$ cat config.mk
export PLATFORM = sky130hd
export DESIGN_NAME = tri_port_exchange
export DESIGN_NICKNAME = d
export VERILOG_FILES = /design/src/rtl/txc_pkg.sv /design/src/rtl/port_store.sv /design/src/rtl/oe_ctrl.sv /design/src/rtl/route_mux.sv /design/src/rtl/tri_port_exchange.sv
export SDC_FILE = /design/constraint.sdc
export NUM_CORES = 1
export LEC_CHECK = 0
export ABC_AREA = 1
export BUFFER_PORTS_ARGS = -buffer_cell sky130_fd_sc_hd__clkbuf_2
export CORE_ASPECT_RATIO = 1.75
export CORE_MARGIN = 4
export CORE_UTILIZATION = 50
export DETAILED_ROUTE_END_ITERATION = 8
export HOLD_SLACK_MARGIN = 0.08
export PLACE_DENSITY = 0.77
export SLEW_MARGIN = 25
export SYNTH_ARGS = -nofsm -noshare
export SYNTH_HDL_FRONTEND = slang
export SYNTH_HIERARCHICAL = 1
export SYNTH_SLANG_ARGS = --single-unit
$ cat constraint.sdc
create_clock -name clk -period 2.5 [get_ports clk]
set_input_delay 0.5 -clock clk [delete_from_list [all_inputs] [get_ports clk]]
set_output_delay 0.5 -clock clk [all_outputs]
set_load 0.02 [all_outputs]
$ cat src/rtl/txc_pkg.sv
package txc_pkg;
  localparam int unsigned NPORT = 3;
  typedef enum logic [1:0] {
    SEL_HELD_NEXT = 2'd0,
    SEL_HELD_PREV = 2'd1,
    SEL_LIVE_NEXT = 2'd2,
    SEL_LIVE_PREV = 2'd3
  } route_sel_e;
endpackage

$ cat src/rtl/port_store.sv
module port_store #(
  parameter int unsigned W = 16
) (
  input  logic         clk,
  input  logic         rst,
  input  logic         le,
  input  logic         cke_n,
  input  logic         tick,
  input  logic [W-1:0] d,
  output logic [W-1:0] q,
  output logic [W-1:0] view
);
  logic take;
  assign take = le | (~cke_n & tick);

  always_ff @(posedge clk) begin
    if (rst)       q <= '0;
    else if (take) q <= d;
  end

  // transparent path: the live word is seen in the same cycle
  assign view = le ? d : q;

  a_r1_clear: assert property (@(posedge clk) rst |=> (q == '0));
  a_r2_follow: assert property (@(posedge clk) disable iff (rst)
    le |=> (q == $past(d)));
  a_r3_capture: assert property (@(posedge clk) disable iff (rst)
    (!le && !cke_n && tick) |=> (q == $past(d)));
  a_r4_hold: assert property (@(posedge clk) disable iff (rst)
    (!le && (cke_n || !tick)) |=> $stable(q));
endmodule

$ cat src/rtl/oe_ctrl.sv
module oe_ctrl (
  input  logic clk,
  input  logic rst,
  input  logic oe_mode,
  input  logic oe_n,
  output logic drv
);
  logic oe_q;

  always_ff @(posedge clk) begin
    if (rst)           oe_q <= 1'b1;
    else if (!oe_mode) oe_q <= oe_n;
  end

  assign drv = oe_mode ? ~oe_n : ~oe_q;

  a_r1_off: assert property (@(posedge clk) rst |=> oe_q);
  a_r8_sampled: assert property (@(posedge clk) disable iff (rst)
    !oe_mode |=> (oe_mode || (drv == !$past(oe_n))));
  a_r8_keep: assert property (@(posedge clk) disable iff (rst)
    oe_mode |=> $stable(oe_q));
endmodule

$ cat src/rtl/route_mux.sv
module route_mux
  import txc_pkg::*;
#(
  parameter int unsigned W = 16
) (
  input  logic [1:0]   sel,
  input  logic [W-1:0] held_next,
  input  logic [W-1:0] held_prev,
  input  logic [W-1:0] live_next,
  input  logic [W-1:0] live_prev,
  output logic [W-1:0] y
);
  always_comb begin
    unique case (route_sel_e'(sel))
      SEL_HELD_NEXT: y = held_next;
      SEL_HELD_PREV: y = held_prev;
      SEL_LIVE_NEXT: y = live_next;
      SEL_LIVE_PREV: y = live_prev;
      default:       y = '0;
    endcase
  end
endmodule

$ cat src/rtl/tri_port_exchange.sv
module tri_port_exchange
  import txc_pkg::*;
#(
  parameter int unsigned W = 16
) (
  input  logic                  clk,
  input  logic                  rst,
  input  logic [NPORT-1:0][W-1:0] port_in,
  input  logic [NPORT-1:0]        le,
  input  logic [NPORT-1:0]        cke_n,
  input  logic [NPORT-1:0]        tick,
  input  logic [NPORT-1:0][1:0]   sel,
  input  logic [NPORT-1:0]        oe_n,
  input  logic                    oe_mode,
  output logic [NPORT-1:0][W-1:0] port_out,
  output logic [NPORT-1:0]        port_drv
);
  logic [NPORT-1:0][W-1:0] held_q;
  logic [NPORT-1:0][W-1:0] held_view;

  for (genvar p = 0; p < NPORT; p++) begin : g_port
    localparam int unsigned NX = (p + 1) % NPORT;
    localparam int unsigned PV = (p + 2) % NPORT;

    port_store #(.W(W)) u_store (
      .clk(clk), .rst(rst), .le(le[p]), .cke_n(cke_n[p]), .tick(tick[p]),
      .d(port_in[p]), .q(held_q[p]), .view(held_view[p])
    );

    route_mux #(.W(W)) u_mux (
      .sel(sel[p]),
      .held_next(held_view[NX]), .held_prev(held_view[PV]),
      .live_next(port_in[NX]),   .live_prev(port_in[PV]),
      .y(port_out[p])
    );

    oe_ctrl u_oe (
      .clk(clk), .rst(rst), .oe_mode(oe_mode), .oe_n(oe_n[p]),
      .drv(port_drv[p])
    );

    a_r7_direct: assert property (@(posedge clk) disable iff (rst)
      oe_mode |-> (port_drv[p] == !oe_n[p]));
    a_r5_live_next: assert property (@(posedge clk) disable iff (rst)
      (sel[p] == 2'd2) |-> (port_out[p] == port_in[NX]));
  end
endmodule

# Word-level counts from Yosys, hierarchy flattened
# Cells that the tools add are included.
[totals] inputBits=69 regBits=51
[classes] reduce_logical=3 n_mux=9 eq_ne=9 bitwise_logic=15
[ops] operator="$pmux W16 S4" count=3
[ops] operator="$mux W16" count=3
[ops] operator="$eq A2 B2 Y1 const B" count=6
[ops] operator="$not A1 Y1" count=9
[ops] operator="$eq A2 B1 Y1 const B" count=3
[ops] operator="$logic_not A2 Y1" count=3
[ops] operator="$and A1 B1 Y1" count=3
[ops] operator="$mux W1" count=3
[ops] operator="$or A1 B1 Y1" count=3

# Logic depth before layout (Yosys ltp)
[depth] ltp_word=3 ltp_mapped=7 mapped_depth_nobuf=6

# By module
# The synthesis kept the hierarchy.
[modules_own_cells] module="port_store" seq_area_each_um2=320.3 cells_per_inst=141 area_each_um2=845.8 instances=3
[modules_own_cells] module="route_mux" seq_area_each_um2=0.0 cells_per_inst=94 area_each_um2=524.3 instances=3
[modules_own_cells] module="oe_ctrl" seq_area_each_um2=20.0 cells_per_inst=9 area_each_um2=60.1 instances=3

# Least setup slack after synthesis
# OpenSTA, ideal clock, no wires.
[synth_timing] path_type="input port to output port" start="input le[2]" end="output port_out[13] (netlist name)" path_slack_ps=768 path_stages=6 t_arrival_ps=1232 required_ps=2000 path_cell_list="inv_2 > buf_2 > nand2_1 > o21ai_0 > nand3_1 > nand4_1"
[synth_lines] item="start, declared" line="tri_port_exchange.sv:9" text="input logic [NPORT-1:0] le,"
[synth_lines] item="end, declared" line="tri_port_exchange.sv:15" text="output logic [NPORT-1:0][W-1:0] port_out,"

==> metrics.sh <==
AVGROUTEDWIREPERCELL_UM=17.2
ROUTE.DETAILED.VIAS_PER_INST=5.79
MAX_FREQ_MHz=420
CTS_ROOT_BUF='clkbuf_16'
YOSYS.CELL_COUNT.TOP_TYPE='nand3_1'
YS_TOP_CELLS_BY_COUNT='nand3_1 (189), nand2_1 (153), nor2_1 (96)'
GRT.MET2_USAGE_PCT=55.1
WORSTPATHMAXFANOUT=19
SETUP_VIOLATORS_FINAL=0
SYNTH.YOSYS.SEQ_AREA_SHARE_PCT=23.8
AREA_OF_THE_MAPPED_NETLIST_UM2=4290
CLOCK-SKEW-FINAL_NS=0
TRITONCTS_CLOCK_TREE='yes'
POST-SYNTH-TOP-AREA-FRACTION_PCT=23.8
H-TREE-DEPTH=2
CRITPATHCAPTURETYPE='output port'
SEQ_POWER_SHARE_PCT=35.4
POST-ROUTE-DRC-COUNT=0
FIN_NETS=886
DETAIL_ROUTE.FIRST_PASS.ITERATIONS=5
YOSYS.AREA.TOP_TYPE='dfxtp_1'
CP.ARRIVAL_NS=1.88
ANTENNA_FOUND_INITIAL=0
DETAIL_ROUTE.WIRELENGTH_MM=16.0
HOLD_BUF_COUNT_CTS=0
NUMBER_OF_DESIGN_RULE_VIOLATIONS_LEFT_BY_THE_FIRST_DETAILED_ROUTER_ITERATION=543
GRT_SETUP_UNREPAIRED='false'
SLEW_HEADROOM_PCT=63.0
LAYOUT_WORST_PATH_CYCLE_SHARE_PCT=95.1
CRIT_REQUIRED_NS=2.00
SYNTHESIZED_NETS=801
GPL.FINAL_WEIGHTED_CONGESTION=1.02
SYNTH_CELLS=732
SETUP_TNS_NS=0
POWER_FRAC_COMB_PCT=35.2
GRT_FIRST_PASS_WIRELENGTH_MM=25.1
SYNTH.TOP_CELLS.BY_AREA='dfxtp_1 (24%), nand3_1 (22%), nand2_1 (13%)'
WORST_IR_DROP_VDD_mV=0.459
CRITICALPATHCATEGORY='input pin to output port'
INITIAL_CORE_UTIL_PCT=51.6
ANTENNA_CELLS=0
REPORT.FINAL.SLEW_VIOL_COUNT=0
TIMING.RR.START='g_port[1].u_store/q[6]'
YS_ASYNC_SR_FRACTION_PCT=0
HPWL_MM=12.9
OUTCOME='complete, no violations'
FIN_CRIT_NS=2.38
CRITICAL_PATH.STARTPOINT='le[1]'
DESIGN.PORTCOUNT=120
POWER.SWITCHING_mW=0.990
POSTCTSSETUPREPAIRBUFS=0
AREAGROWTHSYNTHTOFINISH_PCT=13.9
SWITCHING_SHARE_PCT=39.3
WORST_MAX_SLEW_PIN_SLEW_NS=0.555
HP-START='oe_n[1]'
CLOCK_SINK_COUNT=51
IO_BUFFERS=119
GLOBALROUTEOVERFLOWTOTAL=0
YOSYS_REGISTER_BITS=51
POSTSYNTH.TOPFLOPCELL='dfxtp_1'
FINAL_HOLD_FAILS=0
HOLD_CLASS='input pin to flop'
SYNTHESIS.YOSYS.WARNINGS=6
CLKLATENCYLATEPIN_NS=0.30
DETAILROUTE.VIA_COUNT=5406
SYNTH_ENABLE_FLOP_CELLS=0
PWR_DENSITY_CELL_nW_PER_UM2=515
LEAKAGEPOWER_nW=2.42
TOTAL_POWER_mW=2.52
POWER_FRAC_CLOCK_PCT=29.4
DIE_AREA_UM2=10200
CP-START-KIND='input pin'
FLOORPLAN.DIE.WIDTH_UM=78.0
FLOORPLAN.CORE_AREA_UM2=8310
DRIVE_GT1_SHARE_PCT=20.4
ROW_COUNT=44
GLOBAL_ROUTE.PEAK_USAGE_LAYER='met2'
WORST_SETUP_HOLD_PATH_CLK_SLEW_NS=0.08
GRT_UTIL_MET1_PCT=35.5
DRV_CAP=0
ANTENNA_LEFT=0
GRT.TOTAL_USAGE_PCT=31.3
CLOCK_BUFFER_DEPTH=2
MEAN_INSTANCE_SIZE_IN_THE_SYNTHESIZED_NETLIST_UM2=5.86
YOSYSUNIQUECELLTYPES=16
GRT_START_MAX_NET_PINS=33
POWER_REPORT.INTERNAL_TOTAL_mW=1.53
FIRST_GLOBAL_VIAS=4940
DIE_H_UM=131
GRT_USE_MET3_PCT=5.14
CTS-BUFFERS-INSERTED=5
CTS_RESIZED=0
[worst max-delay path: stages]
cell,delay [ns]
clkbuf_2,0.24
buf_4,0.25
o21ai_0,0.43
nand3_1,0.14
nand4_1,0.13
clkbuf_2,0.18
[kinds of logic after synthesis]
| logic type | after synthesis | share of synthesized area [%] |
|---|---|---|
| compound gates | 51 | 5.95 |
| flops | 51 | 23.8 |
| simple gates | 501 | 54.2 |
| buf+inv | 129 | 16.0 |
[power groups by stage]
stage	registers [mW]	clock network, mW	logic, mW
after floorplan	0.907	0	0.590
after global placement	0.909	0	0.859
after detailed placement	0.911	0	0.873
after CTS	0.892	0.755	0.875
after global routing	0.898	0.789	0.967
final	0.892	0.740	0.887
[flip-flops by register name, indices dropped and copies added, names as in the netlist]
name              count
g_port.u_oe/oe_q      3
g_port.u_store/q     48
[layout make-up]
type | count | area (um2)
clock buffers | 5 | 125
clock inverters | 3 | 27.5
fillers | 867 | 3430
inverters | 75 | 282
multi-input cells | 552 | 2580
flip-flops and latches | 51 | 1020
well taps | 115 | 144
repair buffers | 132 | 706
[per-layer routing]
layer / part of all wire (%) / vias up
li1: - / 2593
met1: 36 / 2432
met2: 50 / 324
met3: 8.5 / 57
met4: 5.5 / 0
met5: 0 / -
[final timing paths]
check,endpoint,slack (ns),cells past startpoint
setup / recovery,port_out[42],0.12,6
setup reg to reg,g_port[1].u_store/q[6],1.74,4
hold reg to reg,g_port[0].u_oe/oe_q,0.48,2
hold / removal,g_port[1].u_oe/oe_q,0.41,3
[stage by stage]
step                      utilization [%]  setup slack (ns)  cell area, um2  cells  hold slack [ns]
after floorplan                         -             0.768            4290    732            0.438
after global placement               57.0             0.221            4730    925            0.450
after detailed placement             57.0             0.197            4730    925            0.467
after CTS                            58.8             0.191            4890    933            0.413
after global routing                 58.8             0.101            4890    933            0.414
final                                58.8             0.122            4890    933            0.412
[cells in the final DEF (no fill, tap or decap), types with 12 or more instances in the layout]
master,n
dfxtp_1,51
nand3_1,189
nand4_1,48
inv_1,63
nor2_1,96
clkbuf_2,119
inv_2,12
buf_4,12
o21ai_0,51
nand2_1,153
(Power assumes the default switching activity.)
